==> config.mk <==
export PLATFORM = sky130hd
export DESIGN_NAME = smc_status_reg
export DESIGN_NICKNAME = d
export VERILOG_FILES = /design/src/rtl/smc_stat_pkg.sv /design/src/rtl/smc_sticky_flag.sv /design/src/rtl/smc_tbe_tracker.sv /design/src/rtl/smc_status_reg.sv
export SDC_FILE = /design/constraint.sdc
export NUM_CORES = 1
export LEC_CHECK = 0
export ABC_AREA = 1
export BUFFER_PORTS_ARGS = -buffer_cell sky130_fd_sc_hd__buf_4
export CAP_MARGIN = 20
export CORE_MARGIN = 8
export CORE_UTILIZATION = 29
export DETAILED_ROUTE_END_ITERATION = 16
export GPL_TIMING_DRIVEN = 0
export PLACE_DENSITY = 0.81
export REMOVE_ABC_BUFFERS = 1
export SKIP_LAST_GASP = 1
export SLEW_MARGIN = 20
export SYNTH_ARGS = -nofsm -noshare
export SYNTH_HDL_FRONTEND = slang
export SYNTH_SLANG_ARGS = --single-unit
==> constraint.sdc <==
create_clock -name clk -period 0.8 [get_ports clk]
set_input_delay 0.16 -clock clk [delete_from_list [all_inputs] [get_ports clk]]
set_output_delay 0.16 -clock clk [all_outputs]
set_load 0.005 [all_outputs]
==> src/rtl/smc_stat_pkg.sv <==
package smc_stat_pkg;

    localparam int STAT_W     = 32;
    localparam int TMR_LSB    = 8;
    localparam int MAX_TIMERS = 16;
    localparam int POS_PIN    = 7;
    localparam int POS_TSE    = 6;
    localparam int POS_TBE    = 5;
    localparam int POS_SIL    = 4;

    typedef struct packed {
        logic pin;
        logic tse;
        logic tbe;
        logic sil;
    } live_bits_t;

    function automatic logic [STAT_W-1:0] pack_status(
        input logic [MAX_TIMERS-1:0] tmr,
        input live_bits_t            lb
    );
        logic [STAT_W-1:0] w;
        w = '0;
        w[TMR_LSB +: MAX_TIMERS] = tmr;
        w[POS_PIN] = lb.pin;
        w[POS_TSE] = lb.tse;
        w[POS_TBE] = lb.tbe;
        w[POS_SIL] = lb.sil;
        return w;
    endfunction

endpackage

==> src/rtl/smc_sticky_flag.sv <==
module smc_sticky_flag (
    input  logic clk,
    input  logic rst,
    input  logic set_ev,
    input  logic rd_clr,
    output logic flag
);

    logic flag_q;

    always_ff @(posedge clk) begin
        if (rst)
            flag_q <= 1'b0;
        else if (set_ev)
            flag_q <= 1'b1;
        else if (rd_clr)
            flag_q <= 1'b0;
    end

    assign flag = flag_q;

    AST_SET_WINS: assert property (@(posedge clk) disable iff (rst)
        set_ev |=> flag);
    AST_CLEAR_ON_READ: assert property (@(posedge clk) disable iff (rst)
        (rd_clr && !set_ev) |=> !flag);
    AST_HOLD_STICKY: assert property (@(posedge clk) disable iff (rst)
        (flag && !rd_clr) |=> flag);

endmodule

==> src/rtl/smc_tbe_tracker.sv <==
module smc_tbe_tracker (
    input  logic clk,
    input  logic rst,
    input  logic fifo_mode,
    input  logic fifo_empty,
    input  logic load_ev,
    input  logic host_wr,
    output logic tbe
);

    logic buf_empty_q;

    always_ff @(posedge clk) begin
        if (rst)
            buf_empty_q <= 1'b1;
        else if (host_wr)
            buf_empty_q <= 1'b0;
        else if (load_ev)
            buf_empty_q <= 1'b1;
    end

    assign tbe = fifo_mode ? fifo_empty : buf_empty_q;

    AST_WRITE_CLEARS: assert property (@(posedge clk) disable iff (rst)
        (host_wr && !fifo_mode) ##1 !fifo_mode |-> !tbe);
    AST_LOAD_SETS: assert property (@(posedge clk) disable iff (rst)
        (load_ev && !host_wr && !fifo_mode) ##1 !fifo_mode |-> tbe);
    AST_FIFO_FOLLOW: assert property (@(posedge clk) disable iff (rst)
        fifo_mode |-> (tbe == fifo_empty));

endmodule

==> src/rtl/smc_status_reg.sv <==
module smc_status_reg
    import smc_stat_pkg::*;
#(
    parameter int NUM_TIMERS = 3
) (
    input  logic                  clk,
    input  logic                  rst,
    input  logic [NUM_TIMERS-1:0] tmr_tout,
    input  logic                  tx_shift_empty,
    input  logic                  tx_load,
    input  logic                  fifo_mode,
    input  logic                  tx_fifo_empty,
    input  logic                  rx_silent,
    input  logic                  card_rst_pin,
    input  logic                  rd_strobe,
    input  logic                  tx_wr,
    input  logic                  tbe_irq_en,
    output logic [31:0]           rd_data,
    output logic                  tbe_irq
);

    localparam int TMR_MSB = TMR_LSB + NUM_TIMERS - 1;

    logic [MAX_TIMERS-1:0] tmr_flags;
    logic                  sil_flag;
    logic                  tbe_bit;
    live_bits_t            lb;

    generate
        for (genvar i = 0; i < MAX_TIMERS; i++) begin : g_tmr
            if (i < NUM_TIMERS) begin : g_used
                smc_sticky_flag u_flag (
                    .clk    (clk),
                    .rst    (rst),
                    .set_ev (tmr_tout[i]),
                    .rd_clr (rd_strobe),
                    .flag   (tmr_flags[i])
                );
            end else begin : g_unused
                assign tmr_flags[i] = 1'b0;
            end
        end
    endgenerate

    smc_sticky_flag u_silent (
        .clk    (clk),
        .rst    (rst),
        .set_ev (rx_silent),
        .rd_clr (rd_strobe),
        .flag   (sil_flag)
    );

    smc_tbe_tracker u_tbe (
        .clk        (clk),
        .rst        (rst),
        .fifo_mode  (fifo_mode),
        .fifo_empty (tx_fifo_empty),
        .load_ev    (tx_load),
        .host_wr    (tx_wr),
        .tbe        (tbe_bit)
    );

    always_comb begin
        lb.pin = card_rst_pin;
        lb.tse = tx_shift_empty;
        lb.tbe = tbe_bit;
        lb.sil = sil_flag;
    end

    assign rd_data = pack_status(tmr_flags, lb);
    assign tbe_irq = tbe_bit & tbe_irq_en;

    AST_RESERVED_ZERO: assert property (@(posedge clk) disable iff (rst)
        (rd_data[31:TMR_MSB+1] == '0) && (rd_data[3:0] == '0));
    AST_READ_SHOWS_OLD: assert property (@(posedge clk) disable iff (rst)
        (rd_data[POS_SIL] && rd_strobe && !rx_silent) |=> !rd_data[POS_SIL]);
    AST_IRQ_NEEDS_TBE: assert property (@(posedge clk) disable iff (rst)
        tbe_irq |-> rd_data[POS_TBE]);

endmodule

==> summary.txt <==
Final layout
  – Post-route non-filler standard cell count: 88
  – Leading cell type in the layout, fill and taps excluded: conb_1
  – Share of cells above drive strength 1: 38.9%
  – Layout Utilization: around a third
  – Commonest cells after routing, fill and taps aside: 25 x conb_1, 12 x buf_4, 6 x inv_1, 6 x nand2_1
  – Fin nets: 87
  – Synth-to-Final Area Change: 11.7%
  – N_diodes: 0
  – Fill count: between 150 and 200

Setup path
  – Crit start category: register
  – Critical Path Fanout Max: 2
  – Critical path's slowest cell: dfxtp_2
  – Crit Path Category: reg -> out
  – Worst path required time: 640 ps
  – CP Cell Sequence: nand2_2 > a21oi_2 > buf_4
  – Slowest Stage Delay on Critical Path: between 300 and 400 ps
  – Worst setup EP type: output pin
  – WP data arrival: roughly 830 ps

Timing
  – Final setup margin: -188 ps
  – Clk_skew: 0 ps
  – Finish-stage setup viols: 6
  – Final Slew Violations: 0
  – Unrepaired setup endpoints after global routing: true
  – Hold Fails Final Rpt: 0
  – Max Clk Rate: just over 1000 MHz
  – Tmin final: slightly below 1000 ps
  – Final period util: 123%

Logic synthesis
  – Syn Area/Cell: 7.40 sq um
  – Top cell type by total area after synthesis: buf_4
  – Post-Synth Simple-Gate Area: approximately 6.9%
  – Register area share after synthesis: between 20% and 30%
  – Main combinational cell family by area after synthesis: buffers and inverters
  – Adder-cell share of the synthesized area: 0%
  – Mux share of post-synthesis cell area: 0%
  – Post-Syn Instances: between 50 and 60
  – Xor/xnor cell area share of the yosys netlist: 0%
  – Post-synthesis compound-gate area fraction: between 8 and 9%
  – Number of synthesis warnings: 0
  – Syn Std Cell Area: about 440 sq um
  – Top cells by area, synth: buf_4 55%, dfxtp_1 23%, nand2_1 6.0%
  – Yosys reg bits: 5
  – Synth top area share: a little under three fifths
  – Synth unique cells: 10

Global route
  – Largest net degree at the start of global routing: 6
  – Initial antenna violation count: 0
  – GRT Util Overall: 5.15%
  – GR Layer Usage met2: under 10%
  – Number of global-route vias before repair: ~250
  – First-pass GRT wire length: about 1100 um
  – Busiest grt layer: met2
  – Grt ovf: 0
  – M1 GR Usage: between 4 and 5%
  – M3 GR Usage: 5.43%

Clock network
  – Clock buffer depth: 2
  – Root buffer cell: clkbuf_4
  – H-tree depth: 1
  – Insertion delay to the later sink of the worst-skew pair: ~230 ps
  – TritonCTS clock tree: done
  – Post-CTS Setup Bufs: 0
  – Clk sink count: 5
  – Hold buffers post-CTS: 0
  – Clock-pin slew on the worst setup and hold paths: 40 ps
  – Num CTS Buffers: 3

Power and ir drop
  – Power density cells: 1460 nW/um^2
  – Internal: between 0.0005 and 0.0006 W
  – Gate power share: 21.8%
  – Maximum vdd drop: between 0.0004 and 0.0005 V
  – Switching share of power: 24.2%
  – Clock power frac: about two fifths
  – Static Leakage: around 0.29 nW
  – NetSw: between 0.00015 and 0.0002 W
  – Sequential share of power: between 30% and 40%

Placed design
  – Setup WS pre-CTS: between 20 and 25 ps
  – Placed cells: 84
  – Buffers on Ports: 17
  – DP HPWL: ~800 um
  – Routability Congestion: approximately 0.63

Route
  – Number of vias per cell: ~3.4
  – Remaining DRCs: 0
  – DR iter-0 viols: 1
  – Detail Route Antenna Nets: 0
  – Total Routed Length: between 800 and 900 um
  – Router iterations before antenna repair: 2
  – WL per Instance: between 9 and 10 um
  – Via count: 297

Outcome
  – Status: complete, but fails checks
  – Failing checks: negative setup slack

Floorplan
  – IO Pins: 47
  – Core Region: between 1000 and 1500 sq um
  – # rows: 14
  – Initial Util: a little under a third
  – Die Height: 54.8 um
  – Die width: ~55 um
  – Full die area: between 3000 and 4000 sq um

Hold path
  – Worst min-delay path class: in -> reg

Run
  – Max_cap viols: 0
synthesized netlist by cell type:
library cell and n:
nand2_1 7, inv_1 6, a21oi_1 4, inv_2 1
a21oi_2 1, o21bai_1 1, nor2_1 1, conb_1 1
buf_4 32, dfxtp_1 5
layout make-up:
class / instances / area (sq um) / share of cell area, %
Clock buffer: 4 / 26.3 / 5.38
Multi-Input combinational cell: 39 / 163 / 33.3
Sequential cell: 5 / 106 / 21.8
Timing Repair Buffer: 17 / 146 / 30.0
Tap cell: 16 / 20.0 / 4.10
Inverter: 7 / 26.3 / 5.38
stage by stage:
step / total power (W) / TNS [ps] / hold slack [ps] / cell area [sq um]
after global placement: 0.000416 / 0 / 320 / 434
final: 0.000713 / -375 / 111 / 488
after global routing: 0.000774 / -611 / 106 / 488
after CTS: 0.000727 / -470 / 101 / 488
after detailed placement: 0.000419 / 0 / 320 / 434
after floorplan: 0.000337 / 0 / 229 / 287
logic make-up (layout without fill, tap and decap cells):
kind of cell,Yosys count,after routing
compound gates,6,6
buf+inv,39,28
flops,5,5
other cells,1,25
simple gates,8,8
per-layer routing:
layer | share of wire [%] | wire length (um)
met5 | 0 | 0
met4 | 0 | 0
met3 | 30 | 250
met2 | 50 | 419
met1 | 21 | 176
registers in the layout, summed over array words and instances (netlist names):
name / cells
g_tmr.g_used.u_flag.flag: 3
u_silent.flag: 1
u_tbe.buf_empty_q: 1
critical path: cells and delay by family (launching register included):
family	cells	cell delay, ps
AO/OA/AOI/OAI	1	110
buffers and inverters	1	120
flip-flops	1	320
AND/OR/NAND/NOR	1	50
power by group through the flow:
stage	clock, W	combinational [W]	sequential [W]
floorplan	0	0.0000568	0.000280
global route	0.000315	0.000176	0.000283
detailed placement	0	0.000139	0.000279
finish	0.000277	0.000155	0.000281
CTS	0.000294	0.000152	0.000281
global placement	0	0.000137	0.000279
what timing repair did:
| item | CTS | global route |
|---|---|---|
| endpoints found under the setup margin | 6 | 6 |
| gates resized for setup | 11 | 0 |
| pin swaps | 2 | 1 |
worst paths after layout:
path / slack (ps) / start / to / cells after the start
setup / recovery: -190 / u_tbe.buf_empty_q$_SDFFE_PP1P_ / tbe_irq / 3
hold reg to reg: 460 / g_tmr[0].g_used.u_flag.flag$_SDFFE_PP0P_ / g_tmr[0].g_used.u_flag.flag$_SDFFE_PP0P_ / 2
setup reg to reg: 210 / u_tbe.buf_empty_q$_SDFFE_PP1P_ / u_tbe.buf_empty_q$_SDFFE_PP1P_ / 2
hold / removal: 110 / rst / g_tmr[1].g_used.u_flag.flag$_SDFFE_PP0P_ / 2
Note: power is estimated with default switching activity, not from simulation.
